`config.mk`:
```
export PLATFORM = sky130hd
export DESIGN_NAME = twi_clock_gen
export DESIGN_NICKNAME = d
export VERILOG_FILES = /design/src/rtl/twi_clock_gen_pkg.sv /design/src/rtl/twi_clock_gen_dp.sv /design/src/rtl/twi_clock_gen_ctrl.sv /design/src/rtl/twi_clock_gen.sv
export SDC_FILE = /design/constraint.sdc
export NUM_CORES = 1
export LEC_CHECK = 0
export BUFFER_PORTS_ARGS = -buffer_cell sky130_fd_sc_hd__buf_2
export CORE_MARGIN = 4
export CORE_UTILIZATION = 30
export CTS_BUF_LIST = sky130_fd_sc_hd__clkbuf_2 sky130_fd_sc_hd__clkbuf_4 sky130_fd_sc_hd__clkbuf_8
export CTS_CLUSTER_SIZE = 25
export DETAILED_ROUTE_END_ITERATION = 12
export PLACE_DENSITY = 0.54
export SLEW_MARGIN = 20
export SYNTH_ARGS = -nofsm -noshare
export SYNTH_HDL_FRONTEND = slang
export SYNTH_SLANG_ARGS = --single-unit
export TNS_END_PERCENT = 1
```
`constraint.sdc`:
```
create_clock -name clk -period 4.37 [get_ports clk]
set_clock_uncertainty 0.15 [all_clocks]
set_input_delay 0.437 -clock clk [delete_from_list [all_inputs] [get_ports clk]]
set_output_delay 0.437 -clock clk [all_outputs]
set_load 0.05 [all_outputs]
```
`src/rtl/twi_clock_gen_pkg.sv`:
```
package twi_clock_gen_pkg;

  typedef enum logic [1:0] {
    ST_IDLE = 2'd0,
    ST_LOW  = 2'd1,
    ST_HIGH = 2'd2
  } phase_state_e;

  // control -> datapath
  typedef struct packed {
    logic load;     // latch a new phase length, restart count
    logic selHigh;  // length being loaded is for the high phase
    logic clear;    // hold the counter at zero (idle)
  } ctl_strobes_t;

  // datapath -> control
  typedef struct packed {
    logic phaseDone;
    logic atMid;
  } dp_status_t;

endpackage

```
`src/rtl/twi_clock_gen_dp.sv`:
```
module twi_clock_gen_dp
  import twi_clock_gen_pkg::*;
#(
  parameter int DIV_W   = 8,
  parameter int EXP_W   = 3,
  parameter int MAX_EXP = 7,
  parameter int OFFSET  = 4
) (
  input  logic                     clk,
  input  logic                     rstN,
  input  ctl_strobes_t             ctl,
  input  logic [2*DIV_W+EXP_W-1:0] cfgWord,
  output dp_status_t               status
);
  localparam int LEN_W = DIV_W + MAX_EXP + 2;
  localparam logic [EXP_W-1:0] EXP_CAP = EXP_W'(MAX_EXP);

  logic [EXP_W-1:0] expRaw, expEff;
  logic [DIV_W-1:0] divRaw, divEff;
  logic             overMax;
  logic [LEN_W-1:0] nextLen, phaseLen, elapsed;

  always_comb begin
    expRaw  = cfgWord[2*DIV_W +: EXP_W];
    divRaw  = ctl.selHigh ? cfgWord[DIV_W +: DIV_W] : cfgWord[0 +: DIV_W];
    overMax = expRaw > EXP_CAP;
    expEff  = overMax ? EXP_CAP : expRaw;
    divEff  = overMax ? {DIV_W{1'b1}} : divRaw;
    nextLen = (LEN_W'(divEff) << expEff) + LEN_W'(OFFSET);
  end

  always_ff @(posedge clk or negedge rstN) begin
    if (!rstN) begin
      phaseLen <= LEN_W'(OFFSET);
      elapsed  <= '0;
    end else if (ctl.load) begin
      phaseLen <= nextLen;
      elapsed  <= '0;
    end else if (ctl.clear) begin
      elapsed  <= '0;
    end else begin
      elapsed  <= elapsed + 1'b1;
    end
  end

  assign status.phaseDone = (elapsed == phaseLen - 1'b1);
  assign status.atMid     = (elapsed == (phaseLen >> 1));

endmodule

```
`src/rtl/twi_clock_gen_ctrl.sv`:
```
module twi_clock_gen_ctrl
  import twi_clock_gen_pkg::*;
(
  input  logic         clk,
  input  logic         rstN,
  input  logic         runEn,
  input  dp_status_t   status,
  output ctl_strobes_t ctl,
  output logic         sclOut,
  output logic         changeStrobe,
  output logic         sampleStrobe
);
  phase_state_e state, stateNext;

  always_comb begin
    stateNext   = state;
    ctl.load    = 1'b0;
    ctl.selHigh = 1'b0;
    ctl.clear   = (state == ST_IDLE);
    if (!runEn) begin
      stateNext = ST_IDLE;
      ctl.clear = 1'b1;
    end else begin
      unique case (state)
        ST_IDLE: begin
          stateNext = ST_LOW;
          ctl.load  = 1'b1;
        end
        ST_LOW: if (status.phaseDone) begin
          stateNext   = ST_HIGH;
          ctl.load    = 1'b1;
          ctl.selHigh = 1'b1;
        end
        ST_HIGH: if (status.phaseDone) begin
          stateNext = ST_LOW;
          ctl.load  = 1'b1;
        end
        default: stateNext = ST_IDLE;
      endcase
    end
  end

  always_ff @(posedge clk or negedge rstN) begin
    if (!rstN) state <= ST_IDLE;
    else       state <= stateNext;
  end

  assign sclOut       = (state != ST_LOW);
  assign changeStrobe = (state == ST_LOW)  && status.atMid;
  assign sampleStrobe = (state == ST_HIGH) && status.atMid;

endmodule

```
`src/rtl/twi_clock_gen.sv`:
```
module twi_clock_gen
  import twi_clock_gen_pkg::*;
#(
  parameter int DIV_W   = 8,
  parameter int EXP_W   = 3,
  parameter int MAX_EXP = 7,
  parameter int OFFSET  = 4
) (
  input  logic                     clk,
  input  logic                     rstN,
  input  logic                     runEn,
  input  logic [2*DIV_W+EXP_W-1:0] cfgWord,
  output logic                     sclOut,
  output logic                     changeStrobe,
  output logic                     sampleStrobe
);
  ctl_strobes_t ctl;
  dp_status_t   status;

  twi_clock_gen_ctrl u_ctrl (
    .clk(clk), .rstN(rstN), .runEn(runEn), .status(status), .ctl(ctl),
    .sclOut(sclOut), .changeStrobe(changeStrobe), .sampleStrobe(sampleStrobe)
  );

  twi_clock_gen_dp #(
    .DIV_W(DIV_W), .EXP_W(EXP_W), .MAX_EXP(MAX_EXP), .OFFSET(OFFSET)
  ) u_dp (
    .clk(clk), .rstN(rstN), .ctl(ctl), .cfgWord(cfgWord), .status(status)
  );

endmodule

```
==> impl_metrics.csv, run 1 <==
group,metric,value,unit
run_status,run_status,"finished clean",
route,vias,2763,
logic_synthesis,synth-compound-area-share,0.172,
flow_run,max_cap_viol_count,0,
cts,htreeDepth,2,
timing,max_freq,246,MHz
logic_synthesis,async_flop_share,1.00,
timing,finalCriticalPeriod,4060,ps
cts,postCtsHoldBufs,0,
timing,worst_slew_pin_slew,800,ps
final_layout,drive_above_1_share,0.204,
critical_path,worstSetupPathType,"reg2reg",
floorplanning,core,10200,um2
final_layout,final_area,3510,um2
global_routing,grtUsageTotal,0.138,
logic_synthesis,yosysMostFrequentCell,"nand2_1",
critical_path,worstPathArrival,4090,ps
logic_synthesis,muxShareOfSynthArea,0.0263,
critical_path,startpoint_type,"flop",
logic_synthesis,synth_edf_count,0,
logic_synthesis,synth-simple-area-share,0.283,
pwr,total_power,1.34,mW
final_layout,area_growth_syn_to_layout,11.9,%
timing,relSlewSlack,0.467,
floorplanning,die_y,110,um
place,place_ws,-83.8,ps
logic_synthesis,netlist_area,3130,um2
final_layout,antenna_cells,0,
critical_path,cp_max_fo,7,
route,drcViolationCount,0,
cts,cts_tree,"yes",
timing,finalCritPeriodShare,0.929,
route,firstDrtPassIters,4,
floorplanning,io_pins,25,
min_path,hold_path_class,"in2async",
logic_synthesis,synth.largest_area_cell,"dfrtp_1",
pwr,p_leak,1.45,nW
timing,rsz0062_at_grt,"false",
logic_synthesis,yosys.area.top_type_share,0.271,
route,wl_per_cell,14.4,um
timing,holdWs,85.4,ps
floorplanning,start_util,0.306,
critical_path,crit_path_end_kind,"flop",
final_layout,final_nets,435,
logic_synthesis,syn_inst,392,
cts,cts-root-buf,"clkbuf_8",
timing,drv_slew,0,
critical_path,cp.required,4400,ps
timing,layout_setup_ws,309,ps
global_routing,grt_pass1_vias,2811,
cts,cts_buffers,5,
logic_synthesis,synth_xor_area_frac,0.154,
global_routing,overflow,0,
final_layout,final_core_util,0.343,
floorplanning,placementRows,37,
logic_synthesis,synth.yosys.warnings,0,
logic_synthesis,synth_top_flop_cell,"dfrtp_1",
cts,clock_latency,290,ps
pwr,peakVddDrop,126,uV
logic_synthesis,synthTopCellsByCount,"nand2_1 (47), o21ai_0 (36), dfrtp_1 (34), nor2_1 (34), xnor2_1 (30)",
route,routed_wl,7810,um
route,ant_nets,0,
global_routing,grt_antenna_before_repair,0,
pwr,power_density,382,nW/um2
place,dpl.hpwl,5980,um
logic_synthesis,synth_fa_ha_area_frac,0.0279,
floorplanning,fp.dieW,110,um
logic_synthesis,ys_seq_area_frac,0.280,
logic_synthesis,synth.distinct_cells,59,
cts,clk_pin_slew_worst_paths,70,ps
logic_synthesis,ys_ff_latch,35,
timing,setup-violations-final,0,
global_routing,grt_max_degree,36,
floorplanning,design.die.area,12100,um2
cts,cts_sinks,35,
route,routed_via_density,5.09,
place,gp_congestion,0.862,
logic_synthesis,ys_top_cells_by_area,"dfrtp_1 (27%), xnor2_1 (8.4%), xor2_1 (7.0%), o21ai_0 (5.7%), nand2_1 (5.6%)",
logic_synthesis,syn_avg_cell_area,8.00,um2
place,io_buffers,24,
cts,cts_buffer_depth,2,
logic_synthesis,synth_top_family_by_area,"simple AND/OR/NAND/NOR gates",
route,drt_iter0_markers,161,
timing,finalHoldViolCount,0,
logic_synthesis,synthesis.nets,421,
global_routing,grt_pass1_wl,13400,um
place,dpl_cell_area,3370,um2
[final timing paths]
check / startpoint / endpoint / slack [ps] / depth (start not counted)
max: u_dp.phaseLen[0]$_DFFE_PN0P_ / u_dp.phaseLen[8]$_DFFE_PN0P_ / 310 / 16
min: rstN / u_dp.elapsed[7]$_DFF_PN0_ / 90 / 1
max reg2reg: u_dp.phaseLen[0]$_DFFE_PN0P_ / u_dp.phaseLen[8]$_DFFE_PN0P_ / 310 / 16
min reg2reg: u_dp.phaseLen[3]$_DFFE_PN0P_ / u_dp.phaseLen[3]$_DFFE_PN0P_ / 420 / 1
max in group asynchronous: rstN / u_dp.phaseLen[0]$_DFFE_PN0P_ / 3420 / 1
min in group clk: runEn / u_ctrl.state[1]$_DFFE_PN0P_ / 280 / 3
[logic make-up after synthesis]
family | count (synthesis)
AOI/OAI and AO/OA | 80
xor gates and xnor gates | 55
adders and majority gates | 7
buffers and inverters | 42
DFF | 35
muxes | 7
and+or+nand+nor | 166
[metrics by stage]
step                      TNS (ps)  cells
final                            0    543
after global routing             0    543
after CTS                        0    542
after detailed placement      -191    532
after global placement           0    532
after floorplan                  0    392
[flip-flops by register name, summed over array words and instances, names as in the netlist]
register and count:
u_dp.phaseLen 16, u_dp.elapsed 17, u_ctrl.state 2
[cell type report]
type	count	area, um2
Clock buffer	7	83.8
Clock inverter	1	5.00
Fill cell	1092	6730
Inverter	11	41.3
Multi-Input combinational cell	315	2100
Sequential cell	35	880
Tap cell	136	170
Timing Repair Buffer	38	229
[report_power, final]
group / total [mW] / internal, mW / switching (mW) / leakage [nW]
sequential: 0.450 / 0.378 / 0.0724 / 0.468
combinational: 0.649 / 0.277 / 0.372 / 0.930
clock: 0.240 / 0.124 / 0.115 / 0.0491
total: 1.34 / 0.779 / 0.560 / 1.45
[routing by layer]
layer,track usage,vias to the layer above,wire length [um]
met2,0.237,56,3790
met3,0.0309,8,325
met1,0.176,1309,3610
li1,-,1390,-
met5,0,-,0
met4,0.0352,0,85
[critical path, cell delays in order, from the launching register on]
cell and delay (ps):
dfrtp_2 450, inv_1 70, ha_1 160, or3b_4 420, or4_1 520, o21ai_1 160
o21ai_1 130, nor4_4 300, buf_6 160, a21boi_2 200, o21ai_0 120, a21oi_2 210
ha_2 230, o31ai_4 80, nand4b_1 200, xnor2_1 150, mux2_2 260
[layout by cell type, fill, tap and decap left out, drive strengths merged, types with 4 or more instances in the layout]
cell type and n:
nor2 34, ha 7, or3 4, dfrtp 34, nand3 14, buf 38, xor2 25, nor3 12
a21boi 7, nor4 10, nand2 47, a21oi 15, clkbuf 7, and2 5, mux2 7, xnor2 30
o21ai 38, nand4 14, and3 6, inv 10, or4 6, o31ai 7
[what timing repair did]
| action | 4_1_cts | 5_1_grt |
|---|---|---|
| endpoints found under the hold margin | 0 | 0 |
| pin swaps | 1 | 4 |
| endpoints found under the setup margin | 3 | 5 |
| setup buffers | 2 | 1 |
| resized for setup | 1 | 10 |
Note: power is estimated with default switching activity, not from simulation.
==> inputs of run 2 (changes only) <==
--- a/config.mk
+++ b/config.mk
@@ -12,6 +12,7 @@
 export CTS_CLUSTER_SIZE = 25
 export DETAILED_ROUTE_END_ITERATION = 12
 export PLACE_DENSITY = 0.54
+export RECOVER_POWER = 50
 export SLEW_MARGIN = 20
 export SYNTH_ARGS = -nofsm -noshare
 export SYNTH_HDL_FRONTEND = slang
==> run 2 against run 1 <==
Combinational power barely moved. The flow now finishes with violations (capacitance limit, slew limit). Critical path depth is the same. Highest routed layer unchanged. Maximum frequency is the same. Setup slack is the same. Count of clock-buffer cells in the layout unchanged. Worst hold slack better by 200 ps. Clock power barely moved. Non-clock buffer count stayed put. Sequential share of layout area hardly changed. First-iteration DRC count unchanged.
==> impl_metrics.csv, run 2 (synthesized netlist as in run 1, its figures left out) <==
group,metric,value,unit
pwr,combPwrFrac,0.484,
pwr,seqPwrFrac,0.337,
cts,clock_latency,290,ps
final_layout,regArea,880,um2
pwr,p_leak,1.44,nW
route,wl_per_cell,14.4,um
final_layout,drive_above_1_share,0.199,
critical_path,worst_r2r_path_depth,16,
place,gp_congestion,0.862,
timing,max_freq,246,MHz
critical_path,crit_path_start,"u_dp.phaseLen[0]$_DFFE_PN0P_",
final_layout,largest_reg_flops,17,
pwr,clkPwrFrac,0.179,
critical_path,cp_max_fo,7,
floorplanning,start_util,0.306,
floorplanning,fp.dieW,110,um
timing,finalCritPeriodShare,0.929,
run_status,violations,"capacitance limit, slew limit",
floorplanning,die_y,110,um
final_layout,antenna_cells,0,
pwr,total_power,1.34,mW
pwr,netSwitchingPower,0.560,mW
timing,finalCriticalPeriod,4060,ps
cts,cts-root-buf,"clkbuf_8",
cts,cts_buffers,5,
floorplanning,io_pins,25,
critical_path,cp.required,4400,ps
timing,worst_slew_pin_slew,1920,ps
final_layout,final_nets,435,
place,dpl.hpwl,5980,um
pwr,p_int,0.777,mW
cts,htreeDepth,2,
final_layout,final_common_cell,"nand2_1",
cts,cts_sinks,35,
critical_path,worstSetupPathType,"reg2reg",
route,ant_nets,0,
timing,drv_slew,36,
floorplanning,core,10200,um2
pwr,peakVddDrop,126,uV
global_routing,grt_pass1_wl,13400,um
timing,finalHoldViolCount,0,
run_status,run_status,"finished with violations",
timing,holdWs,284,ps
route,drcViolationCount,0,
min_path,hold_path_class,"in2reg",
place,io_buffers,24,
route,vias,2763,
cts,cts_tree,"yes",
timing,relSlewSlack,-0.280,
final_layout,largest_registers,"u_dp.elapsed (17), u_dp.phaseLen (16), u_ctrl.state (2)",
cts,clk_pin_slew_worst_paths,70,ps
route,routed_wl,7810,um
route,routed_via_density,5.09,
timing,rsz0062_at_grt,"false",
critical_path,crit_path_end_kind,"flop",
floorplanning,placementRows,37,
final_layout,fill_cells,1092,
pwr,power_density,382,nW/um2
critical_path,rr_endpoint,"u_dp.phaseLen[8]$_DFFE_PN0P_",
critical_path,r2r_slack,310,ps
pwr,switching_share,0.419,
global_routing,overflow,0,
min_path,worstHoldPathCells,3,
final_layout,regMostFlops,"u_dp.elapsed",
critical_path,rr_startpoint,"u_dp.phaseLen[0]$_DFFE_PN0P_",
global_routing,grt_max_degree,36,
floorplanning,design.die.area,12100,um2
global_routing,grtUsageTotal,0.138,
cts,postCtsHoldBufs,0,
global_routing,grt_pass1_vias,2811,
cts,cts_buffer_depth,2,
critical_path,startpoint_type,"flop",
route,firstDrtPassIters,4,
route,drt_iter0_markers,161,
final_layout,final_core_util,0.342,
flow_run,max_cap_viol_count,1,
final_layout,multiInputGateArea,2100,um2
final_layout,area_growth_syn_to_layout,11.8,%
timing,setup-violations-final,0,
min_path,hp-start,"runEn",
global_routing,grt_antenna_before_repair,0,
critical_path,worstPathArrival,4090,ps
min_path,min_to,"u_ctrl.state[1]$_DFFE_PN0P_",
final_layout,layout_common_cells,"nand2_1 (47), nor2_1 (34), o21ai_0 (34)",
## run 2: area by class of cell
class / instances / area share
Tap cell: 136 / 0.0486
Clock inverter: 1 / 0.00143
Multi-Input combinational cell: 315 / 0.599
Inverter: 11 / 0.0118
Timing Repair Buffer: 38 / 0.0646
Sequential cell: 35 / 0.251
Clock buffer: 7 / 0.0239
## run 2: power groups by stage
stage	sequential, mW	combinational [mW]	clock [mW]
2_1_floorplan	0.414	0.521	0
3_3_place_gp	0.453	0.629	0
3_5_place_dp	0.454	0.636	0
4_1_cts	0.449	0.641	0.248
5_1_grt	0.461	0.720	0.264
6_report	0.450	0.648	0.240
## run 2: layer usage
metal	vias to the layer above	share of wire	track usage
li1	1390	-	-
met1	1309	0.46	0.176
met2	56	0.49	0.237
met3	8	0.041	0.0309
met4	0	0.011	0.0352
met5	-	0	0
## run 2: worst max path at each step
stage	to	depth (start not counted)
floorplan	u_dp.phaseLen[8]$_DFFE_PN0P_	15
global placement	u_dp.phaseLen[8]$_DFFE_PN0P_	15
detailed placement	u_dp.phaseLen[8]$_DFFE_PN0P_	15
CTS	u_dp.phaseLen[8]$_DFFE_PN0P_	16
global route	u_dp.phaseLen[12]$_DFFE_PN0P_	14
finish	u_dp.phaseLen[8]$_DFFE_PN0P_	16
## run 2: through the flow
stage	cell area [um2]	setup TNS (ps)	setup WS, ps	std cells
global placement	3370	0	102	532
detailed placement	3370	-191	-83.8	532
CTS	3470	0	35.7	542
global route	3500	0	50.7	543
floorplan	3130	0	294	392
finish	3500	0	309	543
## run 2: what timing repair did
item	4_1_cts	5_1_grt
setup endpoints to repair	3	5
pin swaps	1	4
setup buffers	2	1
resized for setup	1	10
## run 2: worst max-delay path: stages, from the launching register on
cell and delay, ps:
dfrtp_2 450, inv_1 70, ha_1 160, or3b_4 420, or4_1 520, o21ai_1 160, o21ai_1 130, nor4_4 300
buf_6 160, a21boi_2 200, o21ai_0 120, a21oi_2 210, ha_2 230, o31ai_4 80, nand4b_1 200, xnor2_1 150
mux2_2 260
==> inputs of run 3 (changes only) <==
==> constraint.sdc (replaced) <==
create_clock -name clk -period 4.37 [get_ports clk]
set_clock_uncertainty 0.15 [all_clocks]
set_input_delay 0.2185 -clock clk [delete_from_list [all_inputs] [get_ports clk]]
set_output_delay 0.2185 -clock clk [all_outputs]
set_load 0.05 [all_outputs]
==> run 3 against run 2 <==
The run still ends with capacitance limit, slew limit left. Non-clock buffer count grew 1. Clock power is essentially flat. Worst hold slack lost 220 ps. Global-route usage is the same. Register-to-register slack is essentially flat. Via count grew 0.65%. Cell area grew 0.29%. Critical endpoint unchanged. Largest power group unchanged.
==> impl_metrics.csv, run 3 (synthesized netlist as in run 1, its figures left out) <==
group,metric,value,unit
critical_path,cp.required,4400,ps
place,io_buffers,24,
pwr,p_int,0.778,mW
pwr,peakVddDrop,126,uV
final_layout,final_core_util,0.343,
pwr,combPwrFrac,0.485,
cts,cts_buffer_depth,2,
final_layout,area_growth_syn_to_layout,12.1,%
route,vias,2781,
route,drcViolationCount,0,
timing,finalHoldViolCount,0,
flow_run,max_cap_viol_count,1,
timing,rsz0062_at_grt,"false",
global_routing,grtUsageTotal,0.138,
pwr,netSwitchingPower,0.560,mW
floorplanning,placementRows,37,
timing,max_freq,246,MHz
cts,cts_tree,"yes",
critical_path,crit_path_end_kind,"flop",
pwr,total_power,1.34,mW
floorplanning,core,10200,um2
final_layout,layout_common_cells,"nand2_1 (47), nor2_1 (34), o21ai_0 (34)",
pwr,power_density,381,nW/um2
global_routing,overflow,0,
final_layout,largest_reg_flops,17,
final_layout,drive_above_1_share,0.199,
global_routing,grt_max_degree,36,
floorplanning,io_pins,25,
place,gp_congestion,0.862,
pwr,clkPwrFrac,0.179,
route,wl_per_cell,14.4,um
timing,worst_slew_pin_slew,1930,ps
global_routing,grt_pass1_wl,13400,um
critical_path,rr_startpoint,"u_dp.phaseLen[0]$_DFFE_PN0P_",
run_status,violations,"capacitance limit, slew limit",
cts,clock_latency,290,ps
critical_path,cp_max_fo,7,
timing,finalCritPeriodShare,0.931,
route,ant_nets,0,
critical_path,rr_endpoint,"u_dp.phaseLen[8]$_DFFE_PN0P_",
cts,clk_pin_slew_worst_paths,70,ps
floorplanning,die_y,110,um
critical_path,worst_r2r_path_depth,16,
pwr,seqPwrFrac,0.336,
critical_path,startpoint_type,"flop",
timing,layout_setup_ws,303,ps
min_path,worstHoldPathCells,3,
route,routed_wl,7840,um
global_routing,grt_antenna_before_repair,0,
final_layout,multiInputGateArea,2100,um2
final_layout,largest_registers,"u_dp.elapsed (17), u_dp.phaseLen (16), u_ctrl.state (2)",
final_layout,final_nets,436,
place,dpl.hpwl,5980,um
critical_path,worstSetupPathType,"reg2reg",
cts,cts_buffers,5,
place,place_ws,-83.8,ps
route,drt_iter0_markers,143,
global_routing,grt_pass1_vias,2811,
floorplanning,start_util,0.306,
timing,drv_slew,36,
final_layout,final_common_cell,"nand2_1",
pwr,switching_share,0.419,
cts,cts-root-buf,"clkbuf_8",
floorplanning,fp.dieW,110,um
route,routed_via_density,5.11,
timing,setup-violations-final,0,
min_path,hp-start,"runEn",
run_status,run_status,"finished with violations",
timing,setup_tns,0,ps
cts,cts_sinks,35,
route,firstDrtPassIters,4,
min_path,min_to,"u_ctrl.state[1]$_DFFE_PN0P_",
cts,htreeDepth,2,
pwr,p_leak,1.45,nW
final_layout,fill_cells,1091,
final_layout,regMostFlops,"u_dp.elapsed",
min_path,hold_path_class,"in2reg",
timing,finalCriticalPeriod,4070,ps
timing,relSlewSlack,-0.285,
final_layout,regArea,880,um2
floorplanning,design.die.area,12100,um2
critical_path,r2r_slack,300,ps
final_layout,antenna_cells,0,
critical_path,worstPathArrival,4090,ps
==> run 3: cell count changes in the layout (fill, tap and decap cells not counted), sizes merged <==
cell         previous run  this run
dlygate4sd3             0         1
==> run 3: per-layer routing <==
layer	wire length, um	GRT usage
met1	3610	0.176
met2	3820	0.237
met3	323	0.0309
met4	85	0.0352
met5	0	0
==> run 3: worst max-delay path: stages (launching register included) <==
cell      delay, ps
dfrtp_2         450
inv_1            70
ha_1            160
or3b_4          420
or4_1           520
o21ai_1         160
o21ai_1         130
nor4_4          300
buf_6           160
a21boi_2        200
o21ai_0         120
a21oi_2         210
ha_2            230
o31ai_4          80
nand4b_1        200
xnor2_1         150
mux2_2          260
==> run 3: power by group through the flow <==
stage / Combinational, mW / Clock, mW / Sequential, mW
4_1_cts: 0.641 / 0.248 / 0.449
3_3_place_gp: 0.629 / 0 / 0.453
6_report: 0.649 / 0.240 / 0.450
3_5_place_dp: 0.636 / 0 / 0.454
2_1_floorplan: 0.521 / 0 / 0.414
5_1_grt: 0.721 / 0.264 / 0.461
==> run 3: timing repair <==
action,4_1_cts,5_1_grt
endpoints found under the hold margin,34,0
setup endpoints to repair,3,5
pin swaps,1,4
hold buffers,1,0
resized for setup,1,10
buffers inserted,2,1
==> run 3: worst max path at each step <==
| stage | from | to | slack, ps | cells past startpoint |
|---|---|---|---|---|
| CTS | u_dp.phaseLen[0]$_DFFE_PN0P_ | u_dp.phaseLen[8]$_DFFE_PN0P_ | 40 | 16 |
| finish | u_dp.phaseLen[0]$_DFFE_PN0P_ | u_dp.phaseLen[8]$_DFFE_PN0P_ | 300 | 16 |
| global placement | u_dp.phaseLen[0]$_DFFE_PN0P_ | u_dp.phaseLen[8]$_DFFE_PN0P_ | 100 | 15 |
| detailed placement | u_dp.phaseLen[0]$_DFFE_PN0P_ | u_dp.phaseLen[8]$_DFFE_PN0P_ | -80 | 15 |
| global route | u_dp.phaseLen[1]$_DFFE_PN0P_ | u_dp.phaseLen[12]$_DFFE_PN0P_ | 50 | 14 |
| floorplan | u_dp.phaseLen[2]$_DFFE_PN1P_ | u_dp.phaseLen[8]$_DFFE_PN0P_ | 290 | 15 |
==> run 3: metrics by stage <==
stage / hold WS (ps) / std cells / instance area [um2]
2_1_floorplan: -227 / 392 / 3130
3_3_place_gp: 198 / 532 / 3370
3_5_place_dp: 211 / 532 / 3370
4_1_cts: 60.7 / 543 / 3480
5_1_grt: 83.9 / 544 / 3510
6_report: 65.8 / 544 / 3510
==> run 3: cell type report <==
class / instances / area share
repair buffers: 39 / 0.0673
clock buffers: 7 / 0.0239
well taps: 136 / 0.0484
multi-input cells: 315 / 0.597
inverters: 11 / 0.0118
flip-flops and latches: 35 / 0.250
clock inverters: 1 / 0.00142
